==> src/rtl/bsrx_pkg.sv <==
package bsrx_pkg;
  localparam int unsigned BYTE_W = 8;
  localparam int unsigned ADDR_W = 2;

  typedef enum logic [ADDR_W-1:0] {
    REG_EDGE    = 2'd0,
    REG_REQPOL  = 2'd1,
    REG_REQMODE = 2'd2,
    REG_NONE    = 2'd3
  } reg_addr_e;

  localparam int unsigned EDGE_FALL_BIT = 2;
  localparam int unsigned REQ_HIGH_BIT  = 0;
  localparam int unsigned REQ_DIRECT_BIT = 2;

  localparam logic [BYTE_W-1:0] EDGE_RST    = 8'h00;
  localparam logic [BYTE_W-1:0] REQPOL_RST  = 8'h01;
  localparam logic [BYTE_W-1:0] REQMODE_RST = 8'h00;
endpackage

==> src/rtl/bsrx_sync.sv <==
module bsrx_sync #(
  parameter int unsigned WIDTH  = 3,
  parameter int unsigned STAGES = 2
) (
  input  logic             clk,
  input  logic             rst_n,
  input  logic [WIDTH-1:0] async_i,
  output logic [WIDTH-1:0] sync_o
);
  logic [WIDTH-1:0] stage_q [STAGES];

  for (genvar s = 0; s < STAGES; s++) begin : g_stage
    always_ff @(posedge clk or negedge rst_n) begin
      if (!rst_n) begin
        stage_q[s] <= '0;
      end else begin
        stage_q[s] <= (s == 0) ? async_i : stage_q[(s == 0) ? 0 : s-1];
      end
    end
  end

  assign sync_o = stage_q[STAGES-1];
endmodule

==> src/rtl/bsrx_shift.sv <==
module bsrx_shift #(
  parameter int unsigned W = 8
) (
  input  logic         clk,
  input  logic         rst_n,
  input  logic         sclk_s,
  input  logic         sdat_s,
  input  logic         sen_s,
  input  logic         fall_sel,
  output logic         push,
  output logic [W-1:0] push_data
);
  localparam int unsigned CW = $clog2(W);

  logic          prev_q;
  logic [W-1:0]  sh_q, sh_d;
  logic [CW-1:0] cnt_q, cnt_d;
  logic          sample;
  logic          take;

  assign sample = fall_sel ? (prev_q & ~sclk_s) : (~prev_q & sclk_s);
  assign take   = sample & sen_s;

  always_comb begin
    sh_d  = sh_q;
    cnt_d = cnt_q;
    push  = 1'b0;
    if (take) begin
      sh_d = {sh_q[W-2:0], sdat_s};
      if (cnt_q == CW'(W-1)) begin
        push  = 1'b1;
        cnt_d = '0;
      end else begin
        cnt_d = cnt_q + 1'b1;
      end
    end
  end

  assign push_data = {sh_q[W-2:0], sdat_s};

  always_ff @(posedge clk or negedge rst_n) begin
    if (!rst_n) begin
      prev_q <= 1'b0;
      sh_q   <= '0;
      cnt_q  <= '0;
    end else begin
      prev_q <= sclk_s;
      if (take) begin
        sh_q  <= sh_d;
        cnt_q <= cnt_d;
      end
    end
  end

  AST_NO_SHIFT_DISABLED: assert property (@(posedge clk) disable iff (!rst_n)
    !take |=> $stable(cnt_q)) else $error("bit count moved without an enabled edge");
endmodule

==> src/rtl/bsrx_fifo.sv <==
module bsrx_fifo #(
  parameter int unsigned W     = 8,
  parameter int unsigned DEPTH = 16
) (
  input  logic                       clk,
  input  logic                       rst_n,
  input  logic                       push,
  input  logic [W-1:0]               push_data,
  input  logic                       pop_ready,
  output logic [W-1:0]               head,
  output logic                       valid,
  output logic                       empty,
  output logic                       ovf,
  output logic [$clog2(DEPTH):0]     level
);
  localparam int unsigned AW = $clog2(DEPTH);

  logic [W-1:0]  mem_q [DEPTH];
  logic [AW-1:0] wr_q, wr_d, rd_q, rd_d;
  logic [AW:0]   cnt_q, cnt_d;
  logic          ovf_q, ovf_d;
  logic          full, pop, wr_en;

  assign full  = (cnt_q == (AW+1)'(DEPTH));
  assign empty = (cnt_q == '0);
  assign valid = ~empty;
  assign pop   = valid & pop_ready;
  assign wr_en = push & ~full;
  assign head  = mem_q[rd_q];
  assign level = cnt_q;
  assign ovf   = ovf_q;

  always_comb begin
    wr_d  = wr_en ? wr_q + 1'b1 : wr_q;
    rd_d  = pop   ? rd_q + 1'b1 : rd_q;
    cnt_d = cnt_q;
    if (wr_en && !pop)      cnt_d = cnt_q + 1'b1;
    else if (!wr_en && pop) cnt_d = cnt_q - 1'b1;
    ovf_d = ovf_q | (push & full);
  end

  always_ff @(posedge clk or negedge rst_n) begin
    if (!rst_n) begin
      wr_q  <= '0;
      rd_q  <= '0;
      cnt_q <= '0;
      ovf_q <= 1'b0;
    end else begin
      wr_q  <= wr_d;
      rd_q  <= rd_d;
      cnt_q <= cnt_d;
      ovf_q <= ovf_d;
    end
  end

  always_ff @(posedge clk) begin
    if (wr_en) mem_q[wr_q] <= push_data;
  end

  AST_NO_OVERFLOW: assert property (@(posedge clk) disable iff (!rst_n)
    cnt_q <= (AW+1)'(DEPTH)) else $error("level above depth");
  AST_OVF_STICKY: assert property (@(posedge clk) disable iff (!rst_n)
    ovf_q |=> ovf_q) else $error("overflow flag cleared");
  AST_DROP_FULL: assert property (@(posedge clk) disable iff (!rst_n)
    (push && full && !pop) |=> (cnt_q == $past(cnt_q)) && ovf_q) else $error("push on full not dropped");
  AST_POP_DEC: assert property (@(posedge clk) disable iff (!rst_n)
    (pop && !push) |=> cnt_q == $past(cnt_q) - 1'b1) else $error("pop did not lower level");
endmodule

==> src/rtl/bitstream_rx.sv <==
module bitstream_rx
  import bsrx_pkg::*;
#(
  parameter int unsigned DEPTH       = 16,
  parameter int unsigned REQ_LEVEL   = 8,
  parameter int unsigned SYNC_STAGES = 2
) (
  input  logic              clk,
  input  logic              rst_n,
  input  logic              ser_clk,
  input  logic              ser_dat,
  input  logic              ser_en,
  input  logic              cfg_we,
  input  logic [ADDR_W-1:0] cfg_addr,
  input  logic [BYTE_W-1:0] cfg_wdata,
  output logic [BYTE_W-1:0] cfg_rdata,
  output logic              data_req,
  output logic [BYTE_W-1:0] out_data,
  output logic              out_valid,
  input  logic              out_ready,
  output logic              fifo_empty,
  output logic              overflow
);
  localparam int unsigned LW = $clog2(DEPTH) + 1;

  logic        rst_meta_q, rst_sync_n;
  logic [2:0]  ser_s;
  logic        push;
  logic [BYTE_W-1:0] push_data;
  logic [LW-1:0] level;
  logic [BYTE_W-1:0] edge_q, edge_d, pol_q, pol_d, mode_q, mode_d;
  logic        req_raw, req_q, req_sel;

  always_ff @(posedge clk or negedge rst_n) begin
    if (!rst_n) begin
      rst_meta_q <= 1'b0;
      rst_sync_n <= 1'b0;
    end else begin
      rst_meta_q <= 1'b1;
      rst_sync_n <= rst_meta_q;
    end
  end

  bsrx_sync #(.WIDTH(3), .STAGES(SYNC_STAGES)) u_sync (
    .clk     (clk),
    .rst_n   (rst_sync_n),
    .async_i ({ser_clk, ser_dat, ser_en}),
    .sync_o  (ser_s)
  );

  bsrx_shift #(.W(BYTE_W)) u_shift (
    .clk       (clk),
    .rst_n     (rst_sync_n),
    .sclk_s    (ser_s[2]),
    .sdat_s    (ser_s[1]),
    .sen_s     (ser_s[0]),
    .fall_sel  (edge_q[EDGE_FALL_BIT]),
    .push      (push),
    .push_data (push_data)
  );

  bsrx_fifo #(.W(BYTE_W), .DEPTH(DEPTH)) u_fifo (
    .clk       (clk),
    .rst_n     (rst_sync_n),
    .push      (push),
    .push_data (push_data),
    .pop_ready (out_ready),
    .head      (out_data),
    .valid     (out_valid),
    .empty     (fifo_empty),
    .ovf       (overflow),
    .level     (level)
  );

  always_comb begin
    edge_d = edge_q;
    pol_d  = pol_q;
    mode_d = mode_q;
    if (cfg_we) begin
      case (reg_addr_e'(cfg_addr))
        REG_EDGE:    edge_d = cfg_wdata;
        REG_REQPOL:  pol_d  = cfg_wdata;
        REG_REQMODE: mode_d = cfg_wdata;
        default:     ;
      endcase
    end
    case (reg_addr_e'(cfg_addr))
      REG_EDGE:    cfg_rdata = edge_q;
      REG_REQPOL:  cfg_rdata = pol_q;
      REG_REQMODE: cfg_rdata = mode_q;
      default:     cfg_rdata = '0;
    endcase
  end

  assign req_raw  = (level < LW'(REQ_LEVEL));
  assign req_sel  = mode_q[REQ_DIRECT_BIT] ? req_raw : req_q;
  assign data_req = pol_q[REQ_HIGH_BIT] ? req_sel : ~req_sel;

  always_ff @(posedge clk or negedge rst_sync_n) begin
    if (!rst_sync_n) begin
      edge_q <= EDGE_RST;
      pol_q  <= REQPOL_RST;
      mode_q <= REQMODE_RST;
      req_q  <= 1'b1;
    end else begin
      if (cfg_we) begin
        edge_q <= edge_d;
        pol_q  <= pol_d;
        mode_q <= mode_d;
      end
      req_q <= req_raw;
    end
  end

  AST_REQ_FULL_DIRECT: assert property (@(posedge clk) disable iff (!rst_sync_n)
    (mode_q[REQ_DIRECT_BIT] && pol_q[REQ_HIGH_BIT] && level >= LW'(REQ_LEVEL)) |-> !data_req)
    else $error("request active above threshold");
endmodule

==> config.mk <==
export PLATFORM = sky130hd
export DESIGN_NAME = bitstream_rx
export DESIGN_NICKNAME = d
export VERILOG_FILES = /design/src/rtl/bsrx_pkg.sv /design/src/rtl/bsrx_sync.sv /design/src/rtl/bsrx_shift.sv /design/src/rtl/bsrx_fifo.sv /design/src/rtl/bitstream_rx.sv
export SDC_FILE = /design/constraint.sdc
export NUM_CORES = 1
export LEC_CHECK = 0
export ABC_AREA = 1
export BUFFER_PORTS_ARGS = -buffer_cell sky130_fd_sc_hd__buf_4
export CAP_MARGIN = 20
export CORE_UTILIZATION = 60
export CTS_CLUSTER_SIZE = 10
export DETAILED_ROUTE_END_ITERATION = 8
export GPL_TIMING_DRIVEN = 0
export MAX_ROUTING_LAYER = met4
export PLACE_DENSITY = 0.78
export SLEW_MARGIN = 0
export SYNTH_ARGS = -nofsm -noshare
export SYNTH_HDL_FRONTEND = slang
export SYNTH_SLANG_ARGS = --single-unit
==> constraint.sdc <==
create_clock -name clk -period 2.91 [get_ports clk]
set_input_delay 0.873 -clock clk [delete_from_list [all_inputs] [get_ports clk]]
set_output_delay 0.873 -clock clk [all_outputs]
set_load 0.02 [all_outputs]
# [After elaboration in Yosys (flattened, before gate mapping)]
# Memory sizes are Yosys's and may differ from the RTL's.
# Cells that the tools add are included.
[totals] ff_bits=58 ramBits=128 inputBits=17 mem_count=1
[op_classes] add_sub_neg=5 order_cmp=1 n_eq_ne=4 n_mux=11 n_bitwise=12 reduce_logical=10
[mem_list] memory="u_fifo.mem_q" words=16 word_bits=8 read_ports=1 rd_ports_with_merged_regs=0 write_ports=1 line_no="bsrx_fifo.sv:18" source="logic [W-1:0] mem_q [DEPTH];"
[op_table] operator="case mux 8 bit (3 select lines)" n=1
[op_table] operator="2-to-1 mux 5 bit" n=2
[op_table] operator="adder 4 x 1 -> 4 bit, second input constant" n=2
[op_table] operator="2-to-1 mux 1 bit" n=7
[op_table] operator="AND 1 bit" n=6
[op_table] operator="AND reduction 2 bit" n=3
[op_table] operator="adder 5 x 1 -> 5 bit, second input constant" n=1
[op_table] operator="equality test 5 bit, second input constant" n=1
[op_table] operator="zero test 5 bit" n=1
[op_table] operator="less-than comparator 5 x 4 -> 1 bit, second input constant" n=1
[op_table] operator="inverter 1 bit" n=5
[op_table] operator="subtractor 5 x 1 -> 5 bit, second input constant" n=1
[op_table] operator="adder 3 x 1 -> 3 bit, second input constant" n=1
[op_table] operator="equality test 3 bit, second input constant" n=1
[op_table] operator="2-to-1 mux 3 bit" n=1
[op_table] operator="equality test 2 x 1 -> 1 bit, second input constant" n=1
[op_table] operator="equality test 2 bit, second input constant" n=1
[op_table] operator="logical AND 1 bit" n=2
[op_table] operator="zero test 1 bit" n=2
[op_table] operator="zero test 2 bit" n=1
[op_table] operator="nonzero test 2 bit" n=1
[op_table] operator="OR 1 bit" n=1

# [Longest topological paths before layout]
[depth] ltp_word=10 mapped_depth=15 ltp_nobuf=15

# [Hierarchy]
# Synthesis repeated with hierarchy kept, for this count alone.
[hier_totals] cells_unflattened=845 area_unflattened_um2=8290.5
[modules_own_cells] module="bsrx_fifo" n_inst=1 cells_each=622 area_each_um2=6332.3 seq_area_each_um2=4194.0
[modules_own_cells] module="bitstream_rx" n_inst=1 cells_each=157 area_each_um2=1271.2 seq_area_each_um2=678.2
[modules_own_cells] module="bsrx_shift" n_inst=1 cells_each=57 area_each_um2=514.2 seq_area_each_um2=275.3
[modules_own_cells] module="bsrx_sync" n_inst=1 cells_each=9 area_each_um2=172.7 seq_area_each_um2=150.1

# [Worst setup path after synthesis]
# OpenSTA, ideal clock, no wires.
[synth_path] kind="input-to-output" from="input cfg_addr[1]" to="output cfg_rdata[0]" arrival_time_ns=1.365 required_ns=2.037 slack_ns=0.672 path_stages=5 cell_sequence="inv_1 > nand2_1 > inv_2 > nand2_1 > nand3_1"
[synth_via] elab_chain_len=2 word_cells_on_any_way=4
[synth_lines] element="from (decl)" line_no="bitstream_rx.sv:14" source="input logic [ADDR_W-1:0] cfg_addr,"
[synth_lines] element="equality test 2 bit, or another cell as far along" line_no="bitstream_rx.sv:87" source="case (reg_addr_e'(cfg_addr))"
[synth_lines] element="case mux 8 bit (3 select lines) (*)" line_no="bitstream_rx.sv:87"
[synth_lines] element="to (decl)" line_no="bitstream_rx.sv:16" source="output logic [BYTE_W-1:0] cfg_rdata,"
# Every way passes the cells marked *; elsewhere a longest branch is shown, timed or not.

# [Worst setup path after layout]
[layout_path] from="register u_fifo.rd_q[0]" to="output out_data[2]"
[layout_via] elab_chain_len=1
[layout_lines] element="from (decl)" line_no="bsrx_fifo.sv:19" source="logic [AW-1:0] wr_q, wr_d, rd_q, rd_d;"
[layout_lines] element="from (signal assigned)" line_no="bsrx_fifo.sv:50" source="rd_q <= rd_d;"
[layout_lines] element="memory (16 x 8 bit)"
[layout_lines] element="to (decl)" line_no="bitstream_rx.sv:18" source="output logic [BYTE_W-1:0] out_data,"
# No other way between the ends.

==> flow_summary.toml <==
[setup_path]
cp-end-kind = "output pin"
path_class = "reg -> out"
cp_max_fo = 10
worstPathRequired_ns = 2.04
reg2reg_to = "u_fifo.level[4]"
r2r_setup_slack_ns = 0.39
reg2reg_depth = 14
r2r_start = "u_fifo.level[1]"
critPathArrivalTime_ns = 1.98
start_kind = "flop"

[global_routing]
grt_pass1_wl_um = 28000
use_met2 = 0.473
grt_start_max_net_pins = 30
use_met1 = 0.367
grt_pass1_vias = 5641
grt_usage = 0.298
antenna_found_initial = 0
grt_overflow = 0
grt.busiest_layer = "met2"
use_met3 = 0.0623

[clock_network]
clock_latency_ns = 0.44
clock-sinks = 186
cts_htree_levels = 4
cts_buffers = 17
cts-root-buf = "clkbuf_16"
cts_tree = "done"
clk_path_buf_depth = 2
clkTransAtPathRegs_ns = 0.06

[yosys]
synthCells = 737
syn_area_um2 = 7850
yosysTopAreaCell = "edfxtp_1"
synthMuxAreaShare = 0
synth_top_area_share = 0.489
synth_compound_area_frac = 0.0577
synth_top_family_by_area = "simple AND/OR/NAND/NOR gates"
ys_ff_latch = 186
yosysUniqueCellTypes = 34
synth.area.top_cells = "edfxtp_1 (49%), dfrtp_1 (18%), nand2_1 (11%), nor2_1 (4.1%), nand3_1 (3.5%)"
synth_xor_area_frac = 0.00669
synth-adder-area-share = 0.0201
avgSynthCellArea_um2 = 10.7
yosys.area_share.simple = 0.198
synth_warnings = 0
ys_seq_area_frac = 0.675
synthesis.nets = 766

[sta]
slew_headroom = 0.436
setup_violations = 0
slew_violations = 0
worstMarginPinSlew_ns = 0.843
period_share = 0.980
timing.hold.ws_ns = 0.202
tns_ns = 0
clock_skew_ns = 0.00776
hold_violations = 0
fmax_ghz = 0.351
timing.final.crit_period_ns = 2.85

[detailed_routing]
dr_total_vias = 5618
via_per_inst = 5.70
ant_nets = 0
initialDrtViolationCount = 548
drc = 0
wl_per_cell_um = 18.5
dr.pass1.iters = 5
wl_um = 18200

[placement]
dpl_cell_area_um2 = 8370
portBuffers = 36
dp_hpwl_um = 11700
dp.cells = 948
place.gp.congestion = 0.908

[finish]
fillers = 919
drive_gt1_frac = 0.148
diodes = 0
fin_nets = 829
final_cell_area_um2 = 9100
area_delta_synth_final_pct = 15.9
stdcell_count = 985

[floorplan]
num_rows = 41
coreArea_um2 = 12700
fp.dieH_um = 116
die_w_um = 116
start_util = 0.620
dieArea_um2 = 13600
io_pins = 37

[worst_hold_path]
min-delay-path-class = "in -> async"

[job]
drv_cap = 0

[power]
leakage_nw = 3.78
powerDensity_nw_per_um2 = 984
finalPower_w = 0.00896
vdd_drop_max_uv = 554

[outcome]
status = "finished clean"
-- critical path, cell delays in order (launching register included) --
cell and delay (ns):
dfrtp_1 0.40, buf_6 0.16, inv_4 0.08, buf_8 0.13, buf_8 0.14, a21oi_1 0.09
nor2_1 0.23, nand2_1 0.10, nand2_1 0.07, buf_4 0.14
-- routing by layer --
layer / up-vias / part of all wire
li1: 2602 / -
met1: 2749 / 0.40
met2: 227 / 0.51
met3: 40 / 0.070
met4: 0 / 0.028
met5: - / 0
-- how the worst max path moves through the flow --
stage	start	end	slack (ns)	depth (start not counted)
after floorplan	cfg_addr[1]	cfg_rdata[0]	0.67	5
after global placement	u_fifo.rd_q[0]	out_data[0]	0.39	10
after detailed placement	u_fifo.rd_q[0]	out_data[0]	0.33	9
after CTS	u_fifo.rd_q[0]	out_data[0]	0.002	10
after global routing	u_fifo.rd_q[1]	out_data[2]	-0.02	10
final	u_fifo.rd_q[0]	out_data[2]	0.06	9
-- kinds of logic (layout without fill, tap and decap cells) --
logic type,Yosys count,in the layout
AO/OA/AOI/OAI,85,85
adder cells (fa/ha/maj),12,12
other,1,1
buffers and inverters,69,145
XOR/XNOR,6,6
flip-flops,186,186
AND/OR/NAND/NOR,378,378
-- power by group --
part	switching (W)	internal, W	leakage, nW	total (W)
Combinational	0.00175	0.00104	1.61	0.00279
Sequential	0.000437	0.00326	1.88	0.00370
Clock	0.000964	0.00151	0.298	0.00247
Total	0.00315	0.00581	3.78	0.00896
-- registers in the layout (all words and copies together), names as in the netlist, 3 cells and up --
name and cells:
u_fifo.mem_q 128, u_fifo.level 5, u_shift.sh_q 7, u_fifo.rd_q 4, u_shift.cnt_q 3, u_fifo.wr_q 4, pol_q 8, u_sync.sync_o 3
u_sync.stage_q 3, mode_q 8, edge_q 8
-- layout by cell type (no fill, tap or decap), types with 5 or more instances in the layout --
cell,netlist,final
nand2_1,220,219
edfxtp_1,128,128
nor2_1,85,82
nand3_1,55,55
dfrtp_1,56,54
o21ai_0,49,49
buf_4,3,42
inv_1,38,38
clkbuf_16,0,17
a21oi_1,16,16
ha_1,11,11
o21ai_1,9,9
buf_2,10,8
o211ai_1,8,8
buf_6,7,7
nand4_1,5,5
clkbuf_2,1,5
bufinv_16,0,5
-- per-stage QoR --
step,utilization,setup slack (ns)
2_1_floorplan,-,0.672
3_3_place_gp,0.658,0.391
3_5_place_dp,0.661,0.334
4_1_cts,0.712,0.00206
5_1_grt,0.719,-0.0189
6_report,0.719,0.0592
-- cells in the mapped netlist --
library cell  count
clkbuf_2          1
buf_2            10
o21ai_0          49
clkinv_1          1
xnor2_1           2
ha_1             11
buf_6             7
nand3_1          55
nor2_4            3
clkbuf_1          4
nor2_2            1
nand2_4           1
nor3_1            4
xor2_1            4
conb_1            1
a21oi_1          16
nor2_1           85
nand3_2           1
nand2_2           3
o211ai_1          8
nand2_1         220
dfstp_2           2
a21oi_2           1
inv_2             4
edfxtp_1        128
dfrtp_1          56
clkinv_2          1
o21bai_1          1
fa_1              1
inv_1            38
o21ai_1           9
nand4_1           5
buf_4             3
a31oi_1           1
-- final cells by class --
type	instances	area, µm²	area share
plain buffers	25	211	0.0232
clock inverters	14	203	0.0223
multi-input cells	482	2230	0.245
repair buffers	44	348	0.0382
well taps	172	215	0.0236
flip-flops and latches	186	5300	0.582
clock buffers	18	429	0.0471
inverters	44	170	0.0187
-- timing repair --
item                                    4_1_cts  5_1_grt
buffers inserted                              0        3
pin swaps                                     1        3
endpoints found under the setup margin        7        8
resized for setup                             8       18
hold buffers                                  0        0
No activity file was read; power rests on OpenSTA's default activity.
